**src/rtl/pgw_pkg.sv**
```systemverilog
package pgw_pkg;

  typedef enum logic [1:0] {
    ST_IDLE   = 2'd0,
    ST_FILL   = 2'd1,
    ST_COMMIT = 2'd2
  } pgw_state_e;

endpackage

```
**src/rtl/pgw_page_buf.sv**
```systemverilog
module pgw_page_buf #(
  parameter int PAGE_W = 4,
  parameter int DATA_W = 8
) (
  input  logic                     clk,
  input  logic                     rst_n,
  input  logic                     clr,
  input  logic                     load,
  input  logic [PAGE_W-1:0]        load_ptr,
  input  logic                     wr,
  input  logic [DATA_W-1:0]        wr_data,
  input  logic [PAGE_W-1:0]        rd_idx,
  output logic [(1<<PAGE_W)-1:0]   valid_mask,
  output logic [DATA_W-1:0]        rd_data
);

  localparam int PAGE_BYTES = 1 << PAGE_W;

  logic [PAGE_W-1:0]     ptr_q, ptr_d;
  logic [PAGE_BYTES-1:0] mask_q, mask_d;
  logic [DATA_W-1:0]     slot_q [PAGE_BYTES];

  // next state of pointer and mask
  always_comb begin
    mask_d = mask_q;
    ptr_d  = ptr_q;
    if (clr) begin
      mask_d = '0;
    end else if (load) begin
      mask_d = '0;
      ptr_d  = load_ptr;
    end else if (wr) begin
      mask_d[ptr_q] = 1'b1;
      ptr_d         = ptr_q + 1'b1;  // wraps inside the page
    end
  end

  always_ff @(posedge clk or negedge rst_n) begin
    if (!rst_n) begin
      mask_q <= '0;
      ptr_q  <= '0;
    end else begin
      mask_q <= mask_d;
      ptr_q  <= ptr_d;
    end
  end

  // data slots carry no reset; the mask qualifies them
  always_ff @(posedge clk) begin
    if (wr && !clr && !load) begin
      slot_q[ptr_q] <= wr_data;
    end
  end

  assign valid_mask = mask_q;
  assign rd_data    = slot_q[rd_idx];

endmodule

```
**src/rtl/pgw_seq.sv**
```systemverilog
module pgw_seq
  import pgw_pkg::*;
#(
  parameter int PAGE_W     = 4,
  parameter int TWR_CYCLES = 40
) (
  input  logic              clk,
  input  logic              rst_n,
  input  logic              bus_start,
  input  logic              bus_stop,
  input  logic              addr_load,
  input  logic              byte_valid,
  input  logic              buf_has_data,
  output logic              buf_clr,
  output logic              buf_load,
  output logic              buf_wr,
  output logic              commit_en,
  output logic [PAGE_W-1:0] commit_idx,
  output logic              busy,
  output logic              byte_ack
);

  localparam int PAGE_BYTES = 1 << PAGE_W;
  localparam int CW         = $clog2(TWR_CYCLES + 1);
  localparam logic [CW-1:0] LAST_CNT = CW'(TWR_CYCLES - 1);
  localparam logic [CW-1:0] PAGE_CNT = CW'(PAGE_BYTES);

  pgw_state_e    state_q, state_d;
  logic [CW-1:0] cnt_q, cnt_d;
  logic          cnt_en;
  logic          ack_q;

  // next-state logic; priority: start, stop, address, data
  always_comb begin
    state_d  = state_q;
    cnt_d    = cnt_q;
    buf_clr  = 1'b0;
    buf_load = 1'b0;
    buf_wr   = 1'b0;
    case (state_q)
      ST_IDLE, ST_FILL: begin
        if (bus_start) begin
          buf_clr = 1'b1;
          state_d = ST_IDLE;
        end else if (bus_stop) begin
          if (state_q == ST_FILL && buf_has_data) begin
            state_d = ST_COMMIT;
            cnt_d   = '0;
          end else begin
            buf_clr = 1'b1;
            state_d = ST_IDLE;
          end
        end else if (addr_load) begin
          buf_load = 1'b1;
          state_d  = ST_FILL;
        end else if (byte_valid && state_q == ST_FILL) begin
          buf_wr = 1'b1;
        end
      end
      ST_COMMIT: begin
        cnt_d = cnt_q + 1'b1;
        if (cnt_q == LAST_CNT) begin
          state_d = ST_IDLE;
          buf_clr = 1'b1;
          cnt_d   = '0;
        end
      end
      default: state_d = ST_IDLE;
    endcase
  end

  assign cnt_en = (state_q == ST_COMMIT) || (state_d == ST_COMMIT);

  always_ff @(posedge clk or negedge rst_n) begin
    if (!rst_n) begin
      state_q <= ST_IDLE;
      cnt_q   <= '0;
      ack_q   <= 1'b0;
    end else begin
      state_q <= state_d;
      if (cnt_en) begin
        cnt_q <= cnt_d;
      end
      ack_q <= buf_wr;
    end
  end

  // one buffered location per clock during the first cycles of the commit
  assign commit_en  = (state_q == ST_COMMIT) && (cnt_q < PAGE_CNT);
  assign commit_idx = cnt_q[PAGE_W-1:0];
  assign busy       = (state_q == ST_COMMIT);
  assign byte_ack   = ack_q;

endmodule

```
**src/rtl/pgw_array.sv**
```systemverilog
module pgw_array #(
  parameter int ADDR_W = 7,
  parameter int DATA_W = 8
) (
  input  logic              clk,
  input  logic              rst_n,
  input  logic              we,
  input  logic [ADDR_W-1:0] waddr,
  input  logic [DATA_W-1:0] wdata,
  input  logic [ADDR_W-1:0] raddr,
  output logic [DATA_W-1:0] rdata
);

  localparam int DEPTH = 1 << ADDR_W;

  logic [DATA_W-1:0] mem_q [DEPTH];
  logic [DATA_W-1:0] rd_q;

  always_ff @(posedge clk) begin
    if (we) begin
      mem_q[waddr] <= wdata;
    end
  end

  always_ff @(posedge clk or negedge rst_n) begin
    if (!rst_n) begin
      rd_q <= '0;
    end else begin
      rd_q <= mem_q[raddr];
    end
  end

  assign rdata = rd_q;

endmodule

```
**src/rtl/pgw_top.sv**
```systemverilog
module pgw_top #(
  parameter int ADDR_W     = 7,
  parameter int DATA_W     = 8,
  parameter int PAGE_W     = 4,
  parameter int TWR_CYCLES = 40
) (
  input  logic              clk,
  input  logic              rst_n,
  input  logic              bus_start,
  input  logic              bus_stop,
  input  logic              addr_load,
  input  logic [ADDR_W-1:0] addr_in,
  input  logic              byte_valid,
  input  logic [DATA_W-1:0] byte_in,
  output logic              byte_ack,
  output logic              busy,
  input  logic [ADDR_W-1:0] rd_addr,
  output logic [DATA_W-1:0] rd_data
);

  localparam int PAGE_BYTES = 1 << PAGE_W;
  localparam int PG_W       = ADDR_W - PAGE_W;

  logic                  buf_clr, buf_load, buf_wr;
  logic                  commit_en;
  logic [PAGE_W-1:0]     commit_idx;
  logic [PAGE_BYTES-1:0] valid_mask;
  logic [DATA_W-1:0]     stage_byte;
  logic [PG_W-1:0]       page_q;
  logic                  array_we;
  logic [ADDR_W-1:0]     array_waddr;

  pgw_seq #(
    .PAGE_W     (PAGE_W),
    .TWR_CYCLES (TWR_CYCLES)
  ) u_seq (
    .clk          (clk),
    .rst_n        (rst_n),
    .bus_start    (bus_start),
    .bus_stop     (bus_stop),
    .addr_load    (addr_load),
    .byte_valid   (byte_valid),
    .buf_has_data (|valid_mask),
    .buf_clr      (buf_clr),
    .buf_load     (buf_load),
    .buf_wr       (buf_wr),
    .commit_en    (commit_en),
    .commit_idx   (commit_idx),
    .busy         (busy),
    .byte_ack     (byte_ack)
  );

  pgw_page_buf #(
    .PAGE_W (PAGE_W),
    .DATA_W (DATA_W)
  ) u_buf (
    .clk        (clk),
    .rst_n      (rst_n),
    .clr        (buf_clr),
    .load       (buf_load),
    .load_ptr   (addr_in[PAGE_W-1:0]),
    .wr         (buf_wr),
    .wr_data    (byte_in),
    .rd_idx     (commit_idx),
    .valid_mask (valid_mask),
    .rd_data    (stage_byte)
  );

  // page number captured with the word address
  always_ff @(posedge clk or negedge rst_n) begin
    if (!rst_n) begin
      page_q <= '0;
    end else if (buf_load) begin
      page_q <= addr_in[ADDR_W-1:PAGE_W];
    end
  end

  assign array_we    = commit_en && valid_mask[commit_idx];
  assign array_waddr = {page_q, commit_idx};

  pgw_array #(
    .ADDR_W (ADDR_W),
    .DATA_W (DATA_W)
  ) u_array (
    .clk   (clk),
    .rst_n (rst_n),
    .we    (array_we),
    .waddr (array_waddr),
    .wdata (stage_byte),
    .raddr (rd_addr),
    .rdata (rd_data)
  );

endmodule

```
**config.mk**
```make
export PLATFORM = sky130hd
export DESIGN_NAME = pgw_top
export DESIGN_NICKNAME = d
export VERILOG_FILES = /design/src/rtl/pgw_pkg.sv /design/src/rtl/pgw_page_buf.sv /design/src/rtl/pgw_seq.sv /design/src/rtl/pgw_array.sv /design/src/rtl/pgw_top.sv
export SDC_FILE = /design/constraint.sdc
export NUM_CORES = 1
export LEC_CHECK = 0
export BUFFER_PORTS_ARGS = -buffer_cell sky130_fd_sc_hd__buf_2
export CAP_MARGIN = 20
export CORE_ASPECT_RATIO = 0.75
export CORE_MARGIN = 2
export CORE_UTILIZATION = 30
export DETAILED_ROUTE_END_ITERATION = 10
export GPL_TIMING_DRIVEN = 1
export PLACE_DENSITY = 0.43
export SYNTH_ARGS = -nofsm -noshare
export SYNTH_HDL_FRONTEND = slang
export SYNTH_HIERARCHICAL = 1
export SYNTH_SLANG_ARGS = --single-unit
```
**constraint.sdc**
```tcl
create_clock -name clk -period 7.78 [get_ports clk]
set_input_delay 1.556 -clock clk [delete_from_list [all_inputs] [get_ports clk]]
set_output_delay 1.556 -clock clk [all_outputs]
set_load 0.02 [all_outputs]
```
==> metrics, run 1 <==
Syn Inst Count between 2000 and 2500; post-DR wirelength/cell 28.4 um; worst reg2reg startpoint u_seq/cnt_q[0]; die area roughly 0.16 mm2; area leader, netlist edfxtp_1; register area around 0.036 mm2; number of DRC markers in iteration 0 2149; vias roughly 22000; library cells used by synthesis 46; outcome completed; nets roughly 2200; Hold Path End u_buf/valid_mask[4]; worst-skew pair later-pin latency 0.74 ns; path depth of the worst reg2reg path 7; VDD IR max ~0.24 mV; Clock power frac 33.2%; Core ar. ~0.15 mm2; Via-to-Cell Ratio a little over 5; largest net degree at the start of global routing between 90 and 100; Psw ~4.9 mW; Crit Path Class reg2reg; Flop pwr share 50.5%; initial antenna violation count 9; DP HPWL between 70000 and 80000 um; switching share of total power approximately 28%; die height 344 um; Comb pwr share about 16%; CTS resizes 0; IO Pins 38; first-pass GRT wire length about 170000 um; area of the multi-input gates slightly above 0.01 mm2; RSZ-0062 raised after global routing no; sequential area share after synthesis roughly 77%; Pre-Repair DR Iteration Count 5; RD Place Congestion between 0.7 and 0.8; Clock Skew about 0.024 ns; Setup TNS Final 0 ns; Worst Hold Depth 1; P_leak approximately 17 nW; Post-Route WL 121000 um; R2R Setup Slk 3.18 ns; vias in the first global route 21900; Pint between 10 and 15 mW; Die W 458 um; Slew Limit Fails 0; hold_sp u_buf/valid_mask[4]; Root Driver clkbuf_16; I/O Buffers 37; clock-pin slew on the worst setup and hold paths 0.06 ns; crit path DAT 4.95 ns; Inserted Clock Buffers approximately 120; worst hold-check path type reg2reg; Reg2Reg Capture Point u_array/mem_q[19][6]; Max Cap Viol 0; Worst setup SP type flip-flop; CP max FO 28; TritonCTS clock tree yes; Worst EP required slightly above 8 ns; pwr/cell area between 300 and 400 mW/mm2; Bufs on Longest Clock Path 3; layout cell share with drive strength beyond 1 a little under a third; setup bufs post-CTS 0; clock sink count between 1000 and 1500; Slew @ Worst Pin between 1 and 1.5 ns; Rows approximately 120; Placed Area just under 0.05 mm2; Design Area, Final 0.0535 mm2; Setup crit end kind flip-flop; DR DRC count 0; final setup violation count 0; max frequency approximately 220 MHz; Syn-to-layout area delta 15.4%; mean post-synth cell area between 20 and 25 um2; Syn Std Cell Area between 0.04 and 0.05 mm2; top cells by area, synth edfxtp_1 (75%), mux4_2 (17%), dfrtp_1 (2.2%); final period utilization about 59%; Initial Util ~30%; Final Hold Vio Count 0; #FFs+latches synth between 1000 and 1500; Post-CTS Hold Buffers 0; Yosys warnings 6; H-tree levels 3; gr usage total ~15%; fill count roughly 14000; Post-Syn Nets 2037; Final Critical Period between 4 and 5 ns; share of the synthesized area in the top cell type about three quarters; Slew headroom ~22%; Final ANT Viol Nets 0; gr ovfl total 0
-- power groups by stage --
stage	Clock [mW]	Sequential, mW	Combinational, mW
global placement	0	8.98	2.78
CTS	5.98	8.85	2.93
detailed placement	0	8.99	2.94
floorplan	0	9.11	1.53
finish	5.81	8.84	2.87
global route	6.22	8.85	3.14
-- layout make-up --
type	count	area share [%]
antenna	5	0.0234
tap	2016	4.72
timing repair buffer	130	2.02
multi-input combinational	694	19.2
inverter	8	0.0561
clock inverter	67	1.27
clock buffer	159	6.17
sequential	1192	66.5
-- cell usage after synthesis, drive strengths merged --
master and n:
and2b 2, and4b 1, nor4bb 1, dfrtp 40, nor2b 9, o211ai 4, edfxtp 1152, o21a 5
o21ai 8, nor3 15, nand4 5, xnor2 2, nand2 28, nand2b 6, clkdlybuf4s25 3, nor4 4
or4 1, inv 8, ha 5, nand3 16, mux2 11, nand4b 1, and3b 1, a41o 1
buf 59, a22oi 19, or3 1, mux2i 6, nor2 139, a21o 13, a21oi 7, clkbuf 48
nor3b 1, and2 2, a2bb2oi 1, mux4 370, o22ai 4, nand4bb 5
-- critical path: stages, from the launching register on --
cell and delay (ns):
dfrtp_2 0.86, mux2i_1 0.19, nand2_1 0.13, o211ai_2 0.09, o22ai_1 0.81, nand3_1 0.79
buf_4 0.45, nor2_1 0.85
-- cells by family (layout without fill, tap and decap cells) --
| kind of cell | Yosys count | count (layout) | synth area share (%) |
|---|---|---|---|
| AOI/OAI and AO/OA | 62 | 62 | 0.945 |
| xor gates and xnor gates | 2 | 2 | 0.0378 |
| adders and majority gates | 5 | 5 | 0.135 |
| buffers and inverters | 118 | 364 | 1.25 |
| DFF | 1192 | 1192 | 76.8 |
| muxes | 387 | 387 | 18.5 |
| other | 0 | 5 | 0 |
| and+or+nand+nor | 238 | 238 | 2.33 |
-- stage by stage --
step | power [mW] | cells | utilization (%) | worst slack, ns | hold slack [ns]
detailed placement | 11.9 | 4029 | 32.3 | 2.68 | 0.487
floorplan | 10.6 | 2004 | - | 3.74 | 0.465
CTS | 17.8 | 4255 | 34.9 | 2.79 | 0.505
global placement | 11.8 | 4005 | 32.1 | 2.70 | 0.483
global route | 18.2 | 4267 | 35.0 | 2.95 | 0.530
finish | 17.5 | 4271 | 35.0 | 3.18 | 0.505
-- cells in the final DEF, fill, tap and decap left out, types with 6 or more instances in the layout --
cell / Yosys / layout
mux4_1: 16 / 16
mux2i_1: 6 / 6
nand2_4: 0 / 8
nor2_1: 139 / 139
mux4_2: 354 / 354
buf_4: 7 / 66
clkbuf_8: 0 / 15
dfrtp_1: 40 / 38
clkbuf_16: 0 / 120
o21ai_0: 7 / 7
clkinv_2: 0 / 28
nor3_2: 0 / 7
a21oi_1: 7 / 7
clkbuf_1: 47 / 24
mux2_2: 11 / 11
a21o_1: 13 / 13
nor2b_1: 9 / 9
nor3_1: 15 / 8
bufinv_16: 0 / 11
clkinv_1: 0 / 16
inv_1: 8 / 8
edfxtp_1: 1152 / 1152
buf_2: 25 / 33
nand2b_1: 6 / 6
nand3_1: 16 / 16
nand2_1: 28 / 20
buf_6: 8 / 23
a22oi_1: 19 / 19
-- registers in the layout, indices dropped and copies added, names as in the netlist --
register,cells
u_buf/valid_mask,16
u_array/rdata,8
u_buf/ptr_q,4
u_seq/byte_ack,1
u_buf/slot_q,128
u_seq/cnt_q,6
page_q,3
u_array/mem_q,1024
u_seq/state_q,2
-- metal layers --
layer,global-route usage [%],vias up,share of wire (%)
met4,3.31,6,2.0
met1,22.7,11900,47
met2,22.6,654,44
li1,-,8837,-
met5,0,-,0.042
met3,4.18,160,7.0
-- worst max path at each step --
stage | from | to | slack [ns] | depth (start not counted)
2_1_floorplan | rd_addr[0] | u_array/rdata[0] | 3.74 | 6
5_1_grt | u_seq/cnt_q[0] | u_array/mem_q[19][6] | 2.95 | 7
4_1_cts | u_seq/cnt_q[0] | u_array/mem_q[12][3] | 2.79 | 7
3_3_place_gp | rd_addr[0] | u_array/rdata[0] | 2.70 | 6
3_5_place_dp | rd_addr[0] | u_array/rdata[0] | 2.68 | 6
6_report | u_seq/cnt_q[0] | u_array/mem_q[19][6] | 3.18 | 7
No activity file was read; power rests on OpenSTA's default activity.
==> inputs of run 2 (changes only) <==
--- a/config.mk
+++ b/config.mk
@@ -12,7 +12,7 @@
 export CORE_UTILIZATION = 30
 export DETAILED_ROUTE_END_ITERATION = 10
 export GPL_TIMING_DRIVEN = 1
-export PLACE_DENSITY = 0.43
+export PLACE_DENSITY = 0.44
 export SYNTH_ARGS = -nofsm -noshare
 export SYNTH_HDL_FRONTEND = slang
 export SYNTH_HIERARCHICAL = 1
==> constraint.sdc (replaced) <==
create_clock -name clk -period 3.9 [get_ports clk]
set_input_delay 0.78 -clock clk [delete_from_list [all_inputs] [get_ports clk]]
set_output_delay 0.78 -clock clk [all_outputs]
set_load 0.02 [all_outputs]
==> metrics, run 2 (same netlist as run 1, synthesis figures left out) <==
Crit Path Class reg2reg; vias 21600 (+0.12%); Reg2Reg Capture Point u_array/mem_q[31][7]; Design Power 35.1 mW (+100%); vias in the first global route 21900 (-0.15%); crit path DAT 3.75 ns (-1.20 ns); Core ar. 0.153 mm2 (unchanged); clock-pin slew on the worst setup and hold paths 0.06 ns (about the same); wl on met1 55600 um (-2.1%); Worst Hold Depth 2 (+1); RSZ-0062 raised after global routing no; Die W 458 um (unchanged); RD Place Congestion 0.770 (about the same); CP max FO 13 (-54%); Rows 124 (unchanged); Worst setup SP type flip-flop; Post-Route WL 119000 um (-1.9%); Hold Slack 0.274 ns (-0.231 ns); Pre-Repair DR Iteration Count 5 (unchanged); max frequency 294 MHz (+35%); Setup TNS Final 0 ns (unchanged); max reg flops 1024 (unchanged); die area 0.158 mm2 (unchanged); layout cell share with drive strength beyond 1 32.4% (+1.1 points); post-DR wirelength/cell 27.5 um (-3.2%); worst hold-check path type in2reg; worst reg2reg startpoint u_seq/state_q[0]; H-tree levels 3 (unchanged); Slew Limit Fails 0 (unchanged); met2 WL 53000 um (-0.72%); commonest non-fill, non-tap cell in the layout edfxtp_1; Final Critical Period 3.40 ns (-1.19 ns); setup bufs post-CTS 0 (unchanged); die height 344 um (unchanged); Syn-to-layout area delta 16.5%; pwr/cell area 650 mW/mm2 (+99%); register area 0.0356 mm2 (unchanged); area of the multi-input gates 0.0102 mm2 (-0.34%); VDD IR max 0.727 mV (+200%); P_leak 17.0 nW (+2.0%); Setup crit end kind flip-flop; gr usage total 15.1% (-0.25 points); Post-CTS Hold Buffers 1 (+1); pre-CTS worst setup slack 0.286 ns (-2.40 ns); Via-to-Cell Ratio 5.00 (-1.2%); Worst EP required 4.24 ns (-3.89 ns); number of DRC markers in iteration 0 2226 (+3.6%); TritonCTS clock tree yes; hold_sp addr_load; Inserted Clock Buffers 115 (-3.4%); Hold Path End u_seq/state_q[0]; Slew headroom 22.9% (+0.68 points); Largest Register u_array/mem_q; R2R Setup Slk 0.50 ns (-2.69 ns); largest net degree at the start of global routing 129 (+32%); IO Pins 38 (unchanged); nets 2246 (+3.1%); Final ANT Viol Nets 0 (unchanged); outcome completed; Final Hold Vio Count 0 (unchanged); final period utilization 87.3% (+28 points); gr ovfl total 0 (unchanged); fill count 14100 (-0.35%); I/O Buffers 37 (unchanged); CTS resizes 0 (unchanged); Slew @ Worst Pin 1.15 ns (-0.0145 ns); path depth of the worst reg2reg path 8 (+1); first-pass GRT wire length 169000 um (-0.53%); Max Cap Viol 0 (unchanged); DP HPWL 74400 um (+0.11%); Highest Signal Layer met5; most frequent cells in the layout edfxtp_1 (1152), mux4_2 (354), nor2_1 (139); DR DRC count 0 (unchanged); wire length on met3 7650 um (-9.8%); Initial Util 30.3% (unchanged); initial antenna violation count 20 (+11); Clock Skew 0.0347 ns (+0.0112 ns); worst-skew pair later-pin latency 0.75 ns (about the same); final setup violation count 0 (unchanged); final setup margin 0.496 ns (-2.69 ns); Bufs on Longest Clock Path 3 (unchanged); clock sink count 1192 (unchanged); Root Driver clkbuf_16
==> run 2: cell types whose count changed in the layout (fill, tap and decap cells not counted), moves of 6 or more <==
cell      delta
nor3_2       -7
buf_4       +69
buf_12      +26
clkinv_2     -6
nor3_1       +7
clkinv_1     +7
clkbuf_8    -11
buf_6       -23
==> run 2: how the worst max path moves through the flow <==
| stage | startpoint | end | slack (ns) |
|---|---|---|---|
| finish | u_seq/state_q[0] | u_array/mem_q[31][7] | 0.50 |
| global route | u_seq/state_q[0] | u_array/mem_q[27][0] | 0.34 |
| CTS | u_seq/state_q[0] | u_array/mem_q[71][0] | 0.48 |
| detailed placement | rd_addr[0] | u_array/rdata[4] | 0.29 |
| global placement | rd_addr[0] | u_array/rdata[4] | 0.26 |
| floorplan | u_seq/cnt_q[0] | u_array/mem_q[0][1] | 0.50 |
==> run 2: stage by stage <==
step / instances / util (%) / area [um2]
global route: 4326 / 35.3 / 54000
floorplan: 2004 / - / 46300
CTS: 4320 / 35.3 / 54000
detailed placement: 4108 / 32.8 / 50200
finish: 4328 / 35.3 / 54000
global placement: 4108 / 32.8 / 50200
==> run 2: area by class of cell <==
cell class,count,area share [%]
inverters,8,0.0556
repair buffers,202,3.38
multi-input cells,694,19.0
flip-flops and latches,1192,65.9
diodes,5,0.0232
well taps,2016,4.67
clock inverters,71,1.42
clock buffers,140,5.58
==> run 2: power by group <==
| part | total (mW) | leakage [nW] | switching (mW) | internal (mW) |
|---|---|---|---|---|
| sequential | 17.6 | 10.9 | 0.235 | 17.4 |
| combinational | 6.13 | 4.22 | 4.71 | 1.42 |
| clock | 11.4 | 1.85 | 4.88 | 6.48 |
| total | 35.1 | 17.0 | 9.83 | 25.3 |
==> run 2: worst max-delay path, stage by stage, from the launching register on <==
cell and delay (ns):
dfrtp_1 0.42, nand2b_1 0.28, nor3_1 0.45, nand2_1 0.11, o22ai_1 0.22, buf_4 0.22, nand4_1 0.12, buf_4 0.31
nor2_1 0.87
==> run 2: per-layer routing <==
layer  track usage [%]  vias to the layer above
met2              22.4                      611
met1              22.5                    11900
met3              3.20                      167
met4              3.99                        2
met5                 0                        -
li1                  -                     8963
==> inputs of run 3 (changes only) <==
--- a/config.mk
+++ b/config.mk
@@ -10,6 +10,7 @@
 export CORE_ASPECT_RATIO = 0.75
 export CORE_MARGIN = 2
 export CORE_UTILIZATION = 30
+export CTS_BUF_LIST = sky130_fd_sc_hd__clkbuf_2
 export DETAILED_ROUTE_END_ITERATION = 10
 export GPL_TIMING_DRIVEN = 1
 export PLACE_DENSITY = 0.44
==> metrics, run 3 (same netlist as run 1, synthesis figures left out) <==
setup bufs post-CTS 0 (unchanged); number of DRC markers in iteration 0 2310 (+3.8%); die height 344 um (unchanged); Final ANT Viol Nets 0 (unchanged); Flop pwr share 55.1% (+4.9 points); Clock power frac 25.5% (-6.9 points); Placed Area 0.0502 mm2 (unchanged); worst hold-check path type in2reg; Final Critical Period 3.51 ns (+0.106 ns); P_leak 17.3 nW (+2.0%); worst-skew pair later-pin latency 1.64 ns (+0.89 ns); IO Pins 38 (unchanged); CTS resizes 0 (unchanged); Slew @ Worst Pin 1.14 ns (-0.00852 ns); Pint 22.0 mW (-13%); vias in the first global route 23800 (+8.8%); largest net degree at the start of global routing 129 (unchanged); Comb pwr share 19.4% (+1.9 points); post-DR wirelength/cell 25.9 um (-5.5%); Reg2Reg Capture Point u_buf/ptr_q[3]; Root Driver clkbuf_2; path depth of the worst reg2reg path 11 (+3); gr ovfl total 0 (unchanged); layout cell share with drive strength beyond 1 37.9% (+5.6 points); Pre-Repair DR Iteration Count 5 (unchanged); nets 2503 (+11%); final setup violation count 0 (unchanged); clock-pin slew on the worst setup and hold paths 0.12 ns (+0.06 ns); outcome completed; Worst Hold Depth 5 (+3); commonest non-fill, non-tap cell in the layout edfxtp_1; I/O Buffers 37 (unchanged); Largest Register u_array/mem_q; RD Place Congestion 0.770 (unchanged); Post-Route WL 121000 um (+2.1%); Crit Path Class reg2reg; crit path DAT 5.00 ns (+1.25 ns); Final Hold Vio Count 0 (unchanged); Syn-to-layout area delta 15.1%; Psw 9.96 mW (+1.4%); Bufs on Longest Clock Path 4 (+1); TritonCTS clock tree yes; DP HPWL 74400 um (unchanged); final period utilization 90.0% (+2.7 points); Setup crit end kind flip-flop; H-tree levels 5 (+2); Slew Limit Fails 0 (unchanged); Max Cap Viol 0 (unchanged); VDD IR max 0.771 mV (+6.1%); first-pass GRT wire length 173000 um (+2.5%); Initial Util 30.3% (unchanged); Core ar. 0.153 mm2 (unchanged); DR DRC count 0 (unchanged); Slew headroom 23.7% (+0.85 points); CP max FO 10 (-3); Inserted Clock Buffers 309 (+170%); worst reg2reg startpoint u_buf/valid_mask[8]; clock sink count 1192 (unchanged); Setup TNS Final 0 ns (unchanged); vias 22900 (+5.9%); Rows 124 (unchanged); register area 0.0356 mm2 (unchanged); hold_sp rd_addr[2]; Hold Path End u_array/rdata[3]; Via-to-Cell Ratio 4.90 (-2.0%); Worst EP required 5.39 ns (+1.15 ns); Design Area, Final 0.0534 mm2 (-1.2%); max reg flops 1024 (unchanged); R2R Setup Slk 0.39 ns (-0.11 ns); most frequent cells in the layout edfxtp_1 (1152), clkbuf_2 (406), mux4_2 (354); switching share of total power 31.2% (+3.2 points); fill count 14400 (+2.0%); initial antenna violation count 18 (-10%); Die W 458 um (unchanged); Worst setup SP type flip-flop; max frequency 285 MHz (-3.0%); area of the multi-input gates 0.0102 mm2 (unchanged); die area 0.158 mm2 (unchanged); Clock Skew 0.133 ns (+0.0988 ns); gr usage total 15.5% (+0.37 points); pwr/cell area 599 mW/mm2 (-7.9%); RSZ-0062 raised after global routing no
run 3: worst max-delay path, cell delays in order (launching register included):
cell and delay, ns:
dfrtp_1 0.42, nor4_1 0.48, nand4_1 0.27, a2bb2oi_1 0.21, nor2_1 0.05, a21oi_1 0.27, buf_4 0.23, nor2b_1 0.08
a22oi_1 0.14, dlygate4sd3_1 0.56, o21ai_0 0.08, dlygate4sd3_1 0.56
run 3: repair_timing:
| item | 4_1_cts | 5_1_grt |
|---|---|---|
| endpoints found under the setup margin | 0 | 0 |
| hold buffers | 63 | 0 |
| endpoints found under the hold margin | 268 | 0 |
run 3: power by group through the flow:
stage	logic (mW)	registers [mW]	clock network [mW]
after floorplan	3.05	18.2	0
after global placement	6.01	17.9	0
after detailed placement	6.30	17.9	0
after CTS	6.37	17.6	8.53
after global routing	6.75	17.6	9.15
final	6.20	17.6	8.14
run 3: worst max-delay path by stage:
| stage | startpoint | to | depth (start not counted) |
|---|---|---|---|
| 4_1_cts | u_seq/state_q[0] | busy | 3 |
| 3_5_place_dp | rd_addr[0] | u_array/rdata[4] | 7 |
| 2_1_floorplan | u_seq/cnt_q[0] | u_array/mem_q[0][1] | 6 |
| 6_report | u_buf/valid_mask[8] | u_buf/ptr_q[3] | 11 |
| 3_3_place_gp | rd_addr[0] | u_array/rdata[4] | 7 |
| 5_1_grt | u_buf/valid_mask[8] | u_buf/ptr_q[3] | 11 |
run 3: final cells by class:
type	instances	area share, %
flip-flops and latches	1192	66.7
well taps	2016	4.73
repair buffers	265	4.60
inverters	8	0.0563
clock inverters	86	0.872
diodes	9	0.0422
multi-input cells	694	19.2
clock buffers	406	3.81
run 3: metal layers:
layer  vias up  GRT usage [%]  share of wire [%]  wire length, um
met5         -              0              0.011               13
met2       820           22.9                 45            54500
li1       9630              -                  -                -
met1     12200           22.0                 46            55500
met4         2           5.09                2.0             2490
met3       202           4.34                7.3             8870
run 3: through the flow:
stage               total power [mW]  std cells  setup WS (ns)  hold WS [ns]  util (%)
global placement                23.9       4108          0.258         0.490      32.8
detailed placement              24.2       4108          0.286         0.495      32.8
CTS                             32.5       4663          0.220        0.0411      34.8
finish                          31.9       4676          0.391         0.309      34.9
floorplan                       21.2       2004          0.501         0.465         -
global route                    33.5       4676          0.128        0.0998      34.9
